`config.mk`:
```
export PLATFORM = sky130hd
export DESIGN_NAME = store_seq_detector
export DESIGN_NICKNAME = d
export VERILOG_FILES = /design/src/rtl/seqdet_pkg.sv /design/src/rtl/seqdet_match.sv /design/src/rtl/seqdet_step_ctr.sv /design/src/rtl/store_seq_detector.sv
export SDC_FILE = /design/constraint.sdc
export NUM_CORES = 1
export LEC_CHECK = 0
export BUFFER_PORTS_ARGS = -buffer_cell sky130_fd_sc_hd__buf_2
export CORE_AREA = 4 4 41 43
export CTS_CLUSTER_DIAMETER = 200
export DETAILED_ROUTE_END_ITERATION = 8
export DIE_AREA = 0 0 45 47
export GPL_ROUTABILITY_DRIVEN = 0
export PLACE_DENSITY_LB_ADDON = 0.12
export SETUP_SLACK_MARGIN = 0.15
export SYNTH_ARGS = -nofsm -noshare
export SYNTH_HDL_FRONTEND = slang
export SYNTH_HIERARCHICAL = 1
export SYNTH_SLANG_ARGS = --single-unit
```
`constraint.sdc`:
```
create_clock -name clk -period 2.17 [get_ports clk]
set_input_delay 0.3255 -clock clk [delete_from_list [all_inputs] [get_ports clk]]
set_output_delay 0.3255 -clock clk [all_outputs]
set_load 0.005 [all_outputs]
```
`src/rtl/seqdet_pkg.sv`:
```
package seqdet_pkg;

    localparam int unsigned ADDR_W   = 15;
    localparam int unsigned SEQ_LEN  = 6;
    localparam int unsigned STEP_W   = $clog2(SEQ_LEN);
    localparam int unsigned STEP_SPAN = 1 << STEP_W;

    typedef logic [ADDR_W-1:0] addr_t;
    typedef logic [STEP_W-1:0] step_t;

    localparam step_t LAST_STEP = step_t'(SEQ_LEN - 1);

    typedef struct packed {
        logic  valid;
        logic  rd;
        addr_t addr;
    } access_t;

    // Magic address expected at each step of the series.
    function automatic addr_t magic_addr(input int unsigned idx);
        case (idx)
            0:       return addr_t'(15'h0E38);
            1:       return addr_t'(15'h31C7);
            2:       return addr_t'(15'h03E0);
            3:       return addr_t'(15'h3C1F);
            4:       return addr_t'(15'h303F);
            default: return addr_t'(15'h0FC0);
        endcase
    endfunction

endpackage

```
`src/rtl/seqdet_match.sv`:
```
module seqdet_match
    import seqdet_pkg::*;
(
    input  access_t acc,
    input  step_t   step,
    output logic    hit_next,
    output logic    hit_first
);
    logic [STEP_SPAN-1:0] hit_vec;

    for (genvar i = 0; i < STEP_SPAN; i++) begin : g_cmp
        if (i < SEQ_LEN) begin : g_real
            assign hit_vec[i] = acc.rd && (acc.addr == magic_addr(i));
        end else begin : g_pad
            assign hit_vec[i] = 1'b0;
        end
    end

    assign hit_next  = hit_vec[step];
    assign hit_first = hit_vec[0];
endmodule

```
`src/rtl/seqdet_step_ctr.sv`:
```
module seqdet_step_ctr
    import seqdet_pkg::*;
(
    input  logic  clk,
    input  logic  rst,
    input  logic  clear,
    input  logic  valid,
    input  logic  hit_next,
    input  logic  hit_first,
    output step_t step,
    output logic  fire
);
    always_ff @(posedge clk) begin
        if (rst || clear) begin
            step <= '0;
            fire <= 1'b0;
        end else begin
            fire <= 1'b0;
            if (valid) begin
                if (hit_next) begin
                    if (step == LAST_STEP) begin
                        step <= '0;
                        fire <= 1'b1;
                    end else begin
                        step <= step + step_t'(1);
                    end
                end else if (hit_first) begin
                    step <= step_t'(1);
                end else begin
                    step <= '0;
                end
            end
        end
    end
endmodule

```
`src/rtl/store_seq_detector.sv`:
```
module store_seq_detector
    import seqdet_pkg::*;
(
    input  logic              clk,
    input  logic              rst,
    input  logic              acc_done,
    input  logic              acc_is_read,
    input  logic [ADDR_W-1:0] acc_addr,
    input  logic              busy,
    output logic              store_req
);
    access_t acc;
    step_t   step;
    logic    hit_next;
    logic    hit_first;

    assign acc.valid = acc_done && !busy;
    assign acc.rd    = acc_is_read;
    assign acc.addr  = acc_addr;

    seqdet_match u_match (
        .acc       (acc),
        .step      (step),
        .hit_next  (hit_next),
        .hit_first (hit_first)
    );

    seqdet_step_ctr u_ctr (
        .clk       (clk),
        .rst       (rst),
        .clear     (busy),
        .valid     (acc.valid),
        .hit_next  (hit_next),
        .hit_first (hit_first),
        .step      (step),
        .fire      (store_req)
    );
endmodule

```
# Yosys cells after proc, flatten, opt, wreduce, memory -nomap -nowiden
# Cells that the tools add are included.
# totals
out_inout_bits,1
elab_cells,29
inputBits,20
register_bits,4
# op_classes
addsub,1
order_cmp,1
n_reduce_logical,10
n_eq_ne,7
n_bitwise,2
mux,6
# ops
op,count
"15-bit by 14-bit == test with 1-bit output, second input constant",3
"15-bit by 12-bit == test with 1-bit output, second input constant",2
"15-bit by 10-bit == test with 1-bit output, second input constant",1
1-bit logical AND,7
3-bit 2-to-1 mux,2
"3-bit by 4-bit < comparator with 1-bit output, second input constant",1
"3-bit by 1-bit adder with 3-bit output, second input constant",1
1-bit binary-select mux with 3-bit select,1
"3-bit == test, second input constant",1
1-bit 2-to-1 mux,3
3-bit OR reduction,1
1-bit inverter,2
1-bit logical NOT,1
1-bit logical OR,1

# Logic depth before layout (Yosys ltp)
# Gate-level depths: netlist of run 1.
# depth
depth_word,6
mapped_depth,8
depth_no_buf,8

# Hierarchy
# Netlist of run 1, hierarchy kept.
# by_module_without_submodules
module,cells_each,instances,area_each_um2,seq_area_each_um2
seqdet_match,24,1,165.2,0.0
seqdet_step_ctr,17,1,165.2,80.1
store_seq_detector,1,1,13.8,0.0

# Worst setup path after synthesis of run 1
# OpenSTA, ideal clock, no wires.
# synth_path
path_kind,input -> register
start,in acc_addr[6]
end,reg u_ctr.step[2]
path_stages,7
arrival_time_ns,1.849
setup_ns,0.059
path_slack_ns,0.262
required_ns,2.111
n_path_buf,0
path_cell_list,or4_4 > o41ai_2 > o22ai_1 > a21oi_1 > nand3_1 > and4bb_1 > a31o_1
# synth_via
elab_chain_cells,5
word_cells_on_any_way,15
cone_classes,eq/ne: 6; mux: 3; reduce/logical: 6
# synth_lines
item,line_no,source
"start, declared",store_seq_detector.sv:8,"input logic [ADDR_W-1:0] acc_addr,"
"15-bit by 12-bit == test with 1-bit output, or another cell as far along",seqdet_match.sv:13,assign hit_vec[i] = acc.rd && (acc.addr == magic_addr(i));
1-bit logical AND,seqdet_match.sv:13,
1-bit binary-select mux with 3-bit select (*),seqdet_match.sv:19,assign hit_next = hit_vec[step];
1-bit 2-to-1 mux (implied by the code) (*),seqdet_match.sv:19,
named net hit_next,store_seq_detector.sv:14,logic hit_next;
3-bit 2-to-1 mux (*),seqdet_step_ctr.sv:20,if (hit_next) begin
"end signal, assigned",seqdet_step_ctr.sv:25,step <= step + step_t'(1);
"end signal, assigned",seqdet_step_ctr.sv:28,step <= step_t'(1);
"end, declared",seqdet_step_ctr.sv:10,"output step_t step,"
# The timed path passes the listed nets; every way through them passes the cells marked *. The select of a mux whose other input is x is not followed.
# A chain may end at the register's enable or synchronous reset.

# Worst setup path after layout of run 1
# Ends and elaborated chain as after synthesis.

==> results.txt, run 1 <==
Sw frac -> 0.230
Crit path DAT -> 2.05 ns
Crit path buffers/inverters -> 1
Worst-Margin Slew -> 0.237 ns
I/O Buffers -> 20
Relative slew margins -> 0.840
Outcome -> complete, no violations
Sequential share of power -> 0.373
Share of layout cells above drive strength 1 -> 0.415
Fillers -> 144
Number of diodes -> 0
Switching power -> 0.0464 mW
Post-DRT Antenna Nets -> 0
Grt total ovfl -> 0
Clock share of power -> 0.455
Crit share post-route -> 0.863
FMAX -> 0.534 GHz
Clock tree sinks -> 4
YS warnings -> 6
CP Class -> in2reg
Area Overhead vs Synth -> 41.1%
Clock Latency Late Sink -> 0.24 ns
WHS -> 0.395 ns
Final WL -> 858 um
DR iter-0 viols -> 9
Int Pwr -> 0.155 mW
Yosys cell types -> 25
Critical Path Stages -> 8
CP max stage cell -> or4_4
Power density cells -> 416 nW/um^2
Design area -> 485 sq um
Top Family by Delay on Critical Path -> simple AND/OR/NAND/NOR gates
Cells on Worst Hold Path -> 4
Total Power -> 0.202 mW
Pre-Repair DR Iteration Count -> 4
Io pins -> 21
Hold_buf cts -> 0
Critical path fanouts, max -> 3
Worst-path clk slew -> 0.04 ns
Cell area after synthesis -> 344 sq um
Pin count of the biggest net entering global routing -> 8
Gate power share -> 0.172
Syn Area/Cell -> 8.19 sq um
Core area -> 1300 sq um
Post-DP HPWL -> 725 um
Num CTS Buffers -> 3
Synthesized instance count -> 42
Max incr delay on CP -> 0.54 ns
CTS tree -> yes
Via density -> 5.28
Vias in the first global route -> 300
WL per Instance -> 10.7 um
Min cycle time layout -> 1.87 ns
Post-CTS sizing -> 0
Post-synth net total -> 62
Initial Utilization -> 0.264
Total track usage -> 0.0813
Cell Chain, Critical Path -> buf_2 > or4_4 > o41ai_2 > o22ai_1 > a21oi_1 > nand3_1 > and4bb_1 > a31o_1
Critical Path RT -> 2.35 ns
Flops & latches, synth -> 4
Via count -> 422
Nets -> 87
R2R cell count -> 7
DRC errors left -> 0
Pins Over Slew Limit -> 0
Maxcap violations -> 0
Final setup margin -> 0.298 ns
Unrepaired setup endpoints after global routing -> false
Die height -> 47 um
Lkg Pwr -> 0.195 nW
Commonest non-fill, non-tap cell in the layout -> buf_2
Htree depth -> 1
Site Rows -> 13
Chip width -> 45 um
Initial antenna violation count -> 0
R2R setup slack -> 0.50 ns
Clk_skew -> 0.00370 ns
Dpl ws -> 0.0440 ns
CP endpoint kind -> register
Most frequent cells in the layout -> buf_2, nor3_1, dfxtp_1
Critical path launch point type -> input port
IR drop worst, VDD -> 0.214 mV
Die area -> 2120 sq um
CTS Root Cell -> clkbuf_4
Seq/Total Area, Yosys -> 0.233
Setup TNS Final -> 0 ns
HP Class -> in2reg
Final Setup Violations -> 0
Final Hold Viols -> 0
Setup bufs post-CTS -> 0
First-pass GRT wire length -> 1.15 mm
Cell area after placement -> 463 sq um
Maximum clock path buffer count -> 2
power by group through the flow:
stage | logic, mW | registers (mW) | clock network [mW]
4_1_cts | 0.0348 | 0.0752 | 0.0975
6_report | 0.0347 | 0.0753 | 0.0918
3_3_place_gp | 0.0342 | 0.0764 | 0
2_1_floorplan | 0.0116 | 0.0761 | 0
5_1_grt | 0.0379 | 0.0752 | 0.103
3_5_place_dp | 0.0346 | 0.0764 | 0
cells by family (layout without fill, tap and decap cells):
| family | count (synthesis) | count (layout) | synth area share |
|---|---|---|---|
| simple gates | 29 | 29 | 0.556 |
| compound gates | 9 | 9 | 0.211 |
| flops | 4 | 4 | 0.233 |
| buf+inv | 0 | 23 | 0 |
synthesized netlist by cell type:
cell	number	area share
a21oi_1	1	0.015
a31o_1	1	0.025
a31oi_1	1	0.018
a32o_1	1	0.029
and3_1	1	0.018
and4b_1	1	0.029
and4bb_1	1	0.036
dfxtp_1	4	0.23
nand2_1	3	0.033
nand2b_1	3	0.055
nand3_1	1	0.015
nand3b_1	2	0.044
nand4_1	2	0.036
nand4b_1	2	0.051
nor2_1	3	0.033
nor2_2	1	0.018
nor2b_4	1	0.040
nor3_1	4	0.058
nor3b_1	1	0.022
nor4_1	2	0.036
o21ai_0	1	0.015
o22ai_1	1	0.018
o31ai_1	2	0.044
o41ai_2	1	0.047
or4_4	1	0.033
state kept, by name, indices dropped and copies added (netlist names):
register and cells:
u_ctr/fire 1, u_ctr/step 3
worst min-delay path: cells and delay by family:
family,cells,cell delay (ns)
AO/OA/AOI/OAI,2,0.11
AND/OR/NAND/NOR,1,0.05
buffers and inverters,1,0.09
final cells by class:
| class | count | area [sq um] | area share |
|---|---|---|---|
| multi-input combinational | 38 | 264 | 0.544 |
| timing repair buffer | 20 | 100 | 0.206 |
| sequential | 4 | 80.1 | 0.165 |
| clock buffer | 3 | 22.5 | 0.0464 |
| tap | 15 | 18.8 | 0.0387 |
per-stage QoR:
step / instances / util
after floorplan: 42 / -
after global placement: 77 / 0.356
after detailed placement: 77 / 0.356
after CTS: 80 / 0.373
after global routing: 80 / 0.373
final: 80 / 0.373
layer usage:
layer / global-route usage / up-vias / wire, um
met5: 0 / - / 0
met4: 0.0351 / 0 / 0
met2: 0.113 / 19 / 370
met3: 0.0690 / 0 / 130
li1: - / 222 / -
met1: 0.0884 / 181 / 358
final timing paths:
path / startpoint / to
worst max-delay path: acc_addr[6] / u_ctr/step[2]$_SDFFE_PP0P_
worst min register to register: u_ctr/step[2]$_SDFFE_PP0P_ / u_ctr/fire$_SDFF_PP0_
worst min-delay path: rst / u_ctr/step[0]$_SDFFE_PP0P_
worst max register to register: u_ctr/step[0]$_SDFFE_PP0P_ / u_ctr/step[2]$_SDFFE_PP0P_
Power figures use the tool's default switching activity.
==> inputs of run 2 (changes only) <==
--- a/config.mk
+++ b/config.mk
@@ -12,3 +12,3 @@
 export DIE_AREA = 0 0 45 47
-export GPL_ROUTABILITY_DRIVEN = 0
+export GPL_ROUTABILITY_DRIVEN = 1
 export PLACE_DENSITY_LB_ADDON = 0.12
==> constraint.sdc (replaced) <==
create_clock -name clk -period 2.17 [get_ports clk]
set_input_delay 0.434 -clock clk [delete_from_list [all_inputs] [get_ports clk]]
set_output_delay 0.434 -clock clk [all_outputs]
set_load 0.005 [all_outputs]
==> run 2 against run 1 <==
  * Fmax fell by 3.1%
  * Final cell count rose by 2.5%
  * Clock power rose by 1%
  * Non-clock buffer count rose by 2
  * Register-to-register slack improved by 0.02 ns
  * Total power rose by 0.67%
  * Die area did not move
  * Largest cell class unchanged
  * Largest power group unchanged
  * Highest routed layer is now met4
==> results.txt, run 2 (same netlist as run 1, synthesis figures left out) <==
Reg2reg end -> u_ctr/step[2]$_SDFFE_PP0P_ (unchanged)
R2R cell count -> 7 (unchanged)
CP Class -> in2reg (unchanged)
DRC errors left -> 0 (unchanged)
Io pins -> 21 (unchanged)
Max incr delay on CP -> 0.55 ns (was 0.54 ns)
Area Overhead vs Synth -> 48.0% (was 41.1%)
Die area -> 2120 sq um (unchanged)
Largest Register -> u_ctr/step (unchanged)
Chip width -> 45 um (unchanged)
Clk_skew -> 0.000523 ns (was 0.00370 ns)
Via density -> 5.10 (was 5.28)
Total track usage -> 0.0846 (was 0.0813)
Total Power -> 0.203 mW (was 0.202 mW)
Final Hold Viols -> 0 (unchanged)
R2R setup slack -> 0.52 ns (was 0.50 ns)
Via count -> 418 (was 422)
CP max stage cell -> or4_4 (unchanged)
HP Class -> in2reg (unchanged)
Clock share of power -> 0.458 (was 0.455)
Share of layout cells above drive strength 1 -> 0.463 (was 0.415)
Unrepaired setup endpoints after global routing -> false (unchanged)
First-pass GRT wire length -> 1.24 mm (was 1.15 mm)
Fillers -> 149 (was 144)
Pin count of the biggest net entering global routing -> 8 (unchanged)
Initial Utilization -> 0.264 (unchanged)
Die height -> 47 um (unchanged)
Final setup margin -> 0.239 ns (was 0.298 ns)
Nets -> 89 (was 87)
Vias in the first global route -> 314 (was 300)
Largest regs -> u_ctr/step (3), u_ctr/fire (1) (unchanged)
Relative slew margins -> 0.805 (was 0.840)
Critical Path RT -> 2.35 ns (about the same)
Switching power -> 0.0476 mW (was 0.0464 mW)
Number of diodes -> 0 (unchanged)
Reg2reg start -> u_ctr/step[0]$_SDFFE_PP0P_ (unchanged)
Crit path capture -> u_ctr/step[2]$_SDFFE_PP0P_ (unchanged)
I/O Buffers -> 20 (unchanged)
Dpl ws -> -0.0355 ns (was 0.0440 ns)
Critical path launch point type -> input port (unchanged)
Post-DRT Antenna Nets -> 0 (unchanged)
Htree depth -> 1 (unchanged)
Sequential share of power -> 0.370 (was 0.373)
FMAX -> 0.518 GHz (was 0.534 GHz)
Top Family by Delay on Critical Path -> simple AND/OR/NAND/NOR gates (unchanged)
Site Rows -> 13 (unchanged)
Clock Latency Late Sink -> 0.24 ns (about the same)
Critical path fanouts, max -> 3 (unchanged)
Crit path buffers/inverters -> 1 (unchanged)
Cells on Worst Hold Path -> 4 (unchanged)
Setup crit start -> acc_addr[6] (unchanged)
Num CTS Buffers -> 3 (unchanged)
Final WL -> 906 um (was 858 um)
CTS Root Cell -> clkbuf_4 (unchanged)
Largest register FFs -> 3 (unchanged)
CTS tree -> yes (unchanged)
Crit path DAT -> 2.11 ns (was 2.05 ns)
Maxcap violations -> 0 (unchanged)
Sw frac -> 0.235 (was 0.230)
Critical Path Stages -> 8 (unchanged)
Int Pwr -> 0.155 mW (about the same)
GP Congestion -> 0.700
Grt total ovfl -> 0 (unchanged)
Power density cells -> 399 nW/um^2 (was 416 nW/um^2)
Min cycle time layout -> 1.93 ns (was 1.87 ns)
WL per Instance -> 11.0 um (was 10.7 um)
Cell Chain, Critical Path -> buf_2 > or4_4 > o31ai_1 > o22ai_1 > a21oi_2 > nand3_1 > and4bb_1 > a31o_1 (was buf_2 > or4_4 > o41ai_2 > o22ai_1 > a21oi_1 > nand3_1 > and4bb_1 > a31o_1)
Maximum clock path buffer count -> 2 (unchanged)
Crit share post-route -> 0.890 (was 0.863)
Final Core Density -> 0.391 (was 0.373)
Setup bufs post-CTS -> 0 (unchanged)
Worst-Margin Slew -> 0.290 ns (was 0.237 ns)
Initial antenna violation count -> 0 (unchanged)
IR drop worst, VDD -> 0.286 mV (was 0.214 mV)
Worst-path clk slew -> 0.04 ns (about the same)
Core area -> 1300 sq um (unchanged)
Pins Over Slew Limit -> 0 (unchanged)
Clock tree sinks -> 4 (unchanged)
CP endpoint kind -> register (unchanged)
Outcome -> complete, no violations (unchanged)
Gate power share -> 0.172 (about the same)
DR iter-0 viols -> 9 (unchanged)
Final Setup Violations -> 0 (unchanged)
Pre-Repair DR Iteration Count -> 3 (was 4)
Commonest non-fill, non-tap cell in the layout -> buf_2 (unchanged)
Most frequent cells in the layout -> buf_2, dfxtp_1 (was buf_2, nor3_1, dfxtp_1)
Lkg Pwr -> 0.207 nW (was 0.195 nW)
[run 2: cell types whose count changed in the layout (fill, tap and decap cells not counted), sizes merged]
| cell | before | now |
|---|---|---|
| buf | 20 | 22 |
[run 2: worst min path at each step]
stage	start	to
after CTS	rst	u_ctr/step[0]$_SDFFE_PP0P_
after detailed placement	u_ctr/step[2]$_SDFFE_PP0P_	u_ctr/fire$_SDFF_PP0_
final	rst	u_ctr/step[0]$_SDFFE_PP0P_
after global placement	u_ctr/step[2]$_SDFFE_PP0P_	u_ctr/fire$_SDFF_PP0_
after global routing	rst	u_ctr/step[0]$_SDFFE_PP0P_
after floorplan	u_ctr/step[2]$_SDFFE_PP0P_	u_ctr/fire$_SDFF_PP0_
[run 2: stage by stage]
step           hold slack [ns]  setup TNS (ns)  std cells  cell area (sq um)
2_1_floorplan            0.520               0         42                344
5_1_grt                  0.532               0         82                509
6_report                 0.505               0         82                509
4_1_cts                  0.494               0         82                500
3_5_place_dp             0.559         -0.0490         79                478
3_3_place_gp             0.568               0         79                478
[run 2: layer usage]
layer  track usage  share of wire  vias to the layer above
li1              -              -                      224
met1         0.103           0.45                      175
met2         0.116           0.42                       17
met3        0.0575           0.12                        2
met4        0.0351         0.0066                        0
met5             0              0                        -
[run 2: repair_timing]
| action | CTS | global route |
|---|---|---|
| resized for setup | 0 | 2 |
| endpoints found under the setup margin | 0 | 4 |
| hold buffers | 0 | 0 |
[run 2: worst register-to-register path, delay by kind of cell (launching register included)]
family             cells  cell delay [ns]
and+or+nand+nor        3             0.60
AOI/OAI and AO/OA      4             0.66
DFF                    1             0.35
[run 2: power by group through the flow]
stage | logic, mW | clock network (mW) | registers (mW)
floorplan | 0.0116 | 0 | 0.0761
global route | 0.0388 | 0.102 | 0.0753
global placement | 0.0344 | 0 | 0.0765
detailed placement | 0.0348 | 0 | 0.0764
finish | 0.0349 | 0.0930 | 0.0753
CTS | 0.0349 | 0.0989 | 0.0752
[run 2: area by class of cell]
cell class / instances / area, sq um / area share
multi-input cells: 38 / 273 / 0.536
repair buffers: 22 / 115 / 0.226
flip-flops and latches: 4 / 80.1 / 0.157
clock buffers: 3 / 22.5 / 0.0442
well taps: 15 / 18.8 / 0.0369
==> inputs of run 3 (changes only) <==
CTS_BUF_LIST = sky130_fd_sc_hd__clkbuf_4 sky130_fd_sc_hd__clkbuf_8   (was not set)
GPL_TIMING_DRIVEN = 0   (was not set)
==> run 3 against run 2 <==
  * Clock power fell by 2.9%
  * Total power fell by 0.89%
  * Via count rose by 3.6%
  * Utilization rose by 1.1 points
  * Critical path type unchanged
  * Critical endpoint unchanged
  * Highest routed layer is now met3
==> results.txt, run 3 (same netlist as run 1, synthesis figures left out) <==
Outcome -> complete, no violations (unchanged)
CTS tree -> yes (unchanged)
Initial antenna violation count -> 0 (unchanged)
Total Power -> 0.201 mW (was 0.203 mW)
GP Congestion -> 0.708 (was 0.700)
Commonest non-fill, non-tap cell in the layout -> buf_2 (unchanged)
Site Rows -> 13 (unchanged)
Critical Path RT -> 2.34 ns (was 2.35 ns)
Pre-Repair DR Iteration Count -> 4 (was 3)
Chip width -> 45 um (unchanged)
Clock tree sinks -> 4 (unchanged)
DR iter-0 viols -> 11 (was 9)
R2R setup slack -> 0.46 ns (was 0.52 ns)
Total track usage -> 0.0837 (was 0.0846)
FMAX -> 0.507 GHz (was 0.518 GHz)
Top Family by Delay on Critical Path -> simple AND/OR/NAND/NOR gates (unchanged)
First-pass GRT wire length -> 1.21 mm (was 1.24 mm)
Worst-path clk slew -> 0.03 ns (was 0.04 ns)
Final Core Density -> 0.402 (was 0.391)
Critical path fanouts, max -> 3 (unchanged)
Setup bufs post-CTS -> 0 (unchanged)
CP endpoint kind -> register (unchanged)
Pin count of the biggest net entering global routing -> 8 (unchanged)
Crit share post-route -> 0.908 (was 0.890)
Htree depth -> 1 (unchanged)
CP Class -> in2reg (unchanged)
Die height -> 47 um (unchanged)
Unrepaired setup endpoints after global routing -> false (unchanged)
Post-DP HPWL -> 738 um
Via count -> 433 (was 418)
Final Setup Violations -> 0 (unchanged)
Maximum clock path buffer count -> 2 (unchanged)
I/O Buffers -> 20 (unchanged)
Largest register FFs -> 3 (unchanged)
Clk_skew -> 0.00468 ns (was 0.000523 ns)
Cell Chain, Critical Path -> buf_2 > and4b_1 > nand4b_1 > o41ai_4 > o22ai_2 > a21oi_2 > nand3_1 > and4bb_1 > a31o_1 (was buf_2 > or4_4 > o31ai_1 > o22ai_1 > a21oi_2 > nand3_1 > and4bb_1 > a31o_1)
Largest Register -> u_ctr/step (unchanged)
IR drop worst, VDD -> 0.231 mV (was 0.286 mV)
Min cycle time layout -> 1.97 ns (was 1.93 ns)
Initial Utilization -> 0.264 (unchanged)
Critical path launch point type -> input port (unchanged)
Final Hold Viols -> 0 (unchanged)
WL per Instance -> 11.9 um (was 11.0 um)
WHS -> 0.505 ns (about the same)
CTS Root Cell -> clkbuf_4 (unchanged)
Largest regs -> u_ctr/step (3), u_ctr/fire (1) (unchanged)
Core area -> 1300 sq um (unchanged)
Via density -> 5.41 (was 5.10)
Final WL -> 951 um (was 906 um)
Hold_buf cts -> 0 (unchanged)
Io pins -> 21 (unchanged)
Non-Filler Instances -> 80 (was 82)
Setup TNS Final -> 0 ns (unchanged)
Share of layout cells above drive strength 1 -> 0.492 (was 0.463)
Cells after DPL -> 77 (was 79)
Clock Latency Late Sink -> 0.23 ns (was 0.24 ns)
Die area -> 2120 sq um (unchanged)
HP Class -> in2reg (unchanged)
CP max stage cell -> o41ai_4 (was or4_4)
Number of diodes -> 0 (unchanged)
Pins Over Slew Limit -> 0 (unchanged)
Vias in the first global route -> 312 (was 314)
Relative slew margins -> 0.788 (was 0.805)
Max incr delay on CP -> 0.40 ns (was 0.55 ns)
Power density cells -> 385 nW/um^2 (was 399 nW/um^2)
Maxcap violations -> 0 (unchanged)
Crit path buffers/inverters -> 1 (unchanged)
Grt total ovfl -> 0 (unchanged)
Most frequent cells in the layout -> buf_2, dfxtp_1 (unchanged)
Crit path DAT -> 2.14 ns (was 2.11 ns)
Nets -> 87 (was 89)
Lkg Pwr -> 0.201 nW (was 0.207 nW)
Post-DRT Antenna Nets -> 0 (unchanged)
Area Overhead vs Synth -> 52.0% (was 48.0%)
Num CTS Buffers -> 3 (unchanged)
DRC errors left -> 0 (unchanged)
Worst-Margin Slew -> 0.318 ns (was 0.290 ns)
-- run 3: cell count changes in the layout (fill, tap and decap cells not counted), sizes merged --
cell  delta
buf      -2
-- run 3: final timing paths --
path,startpoint,endpoint,cells past startpoint
worst max-delay path,acc_addr[14],u_ctr/step[2]$_SDFFE_PP0P_,9
worst min-delay path,rst,u_ctr/step[0]$_SDFFE_PP0P_,4
worst max register to register,u_ctr/step[0]$_SDFFE_PP0P_,u_ctr/step[2]$_SDFFE_PP0P_,7
worst min register to register,u_ctr/step[2]$_SDFFE_PP0P_,u_ctr/fire$_SDFF_PP0_,1
-- run 3: cell type report --
| cell class | count | area [sq um] |
|---|---|---|
| fillers | 155 | 778 |
| multi-input cells | 38 | 302 |
| repair buffers | 20 | 100 |
| flip-flops and latches | 4 | 80.1 |
| clock buffers | 3 | 22.5 |
| well taps | 15 | 18.8 |
-- run 3: layer usage --
layer | part of all wire | global-route usage
met5 | 0 | 0
met4 | 0 | 0.0351
met3 | 0.11 | 0.0728
met2 | 0.47 | 0.107
met1 | 0.42 | 0.0977
-- run 3: what timing repair did --
item / CTS / global route
pin swaps: 0 / 2
resized for setup: 1 / 5
setup endpoints to repair: 1 / 2
-- run 3: report_power, final --
group	internal [mW]	switching, mW
Clock	0.0617	0.0286
Sequential	0.0745	0.000871
Combinational	0.0191	0.0166
Total	0.155	0.0460
-- run 3: worst min-delay path, delay by kind of cell --
kind                   cells  cell delay, ns
buffers and inverters      1            0.09
and+or+nand+nor            1            0.05
AOI/OAI and AO/OA          2            0.10
-- run 3: per-stage QoR --
| step | instance area [sq um] | setup WS [ns] |
|---|---|---|
| final | 523 | 0.199 |
| after global routing | 523 | 0.139 |
| after CTS | 489 | 0.196 |
| after detailed placement | 463 | -0.110 |
| after global placement | 463 | -0.0803 |
| after floorplan | 344 | 0.154 |
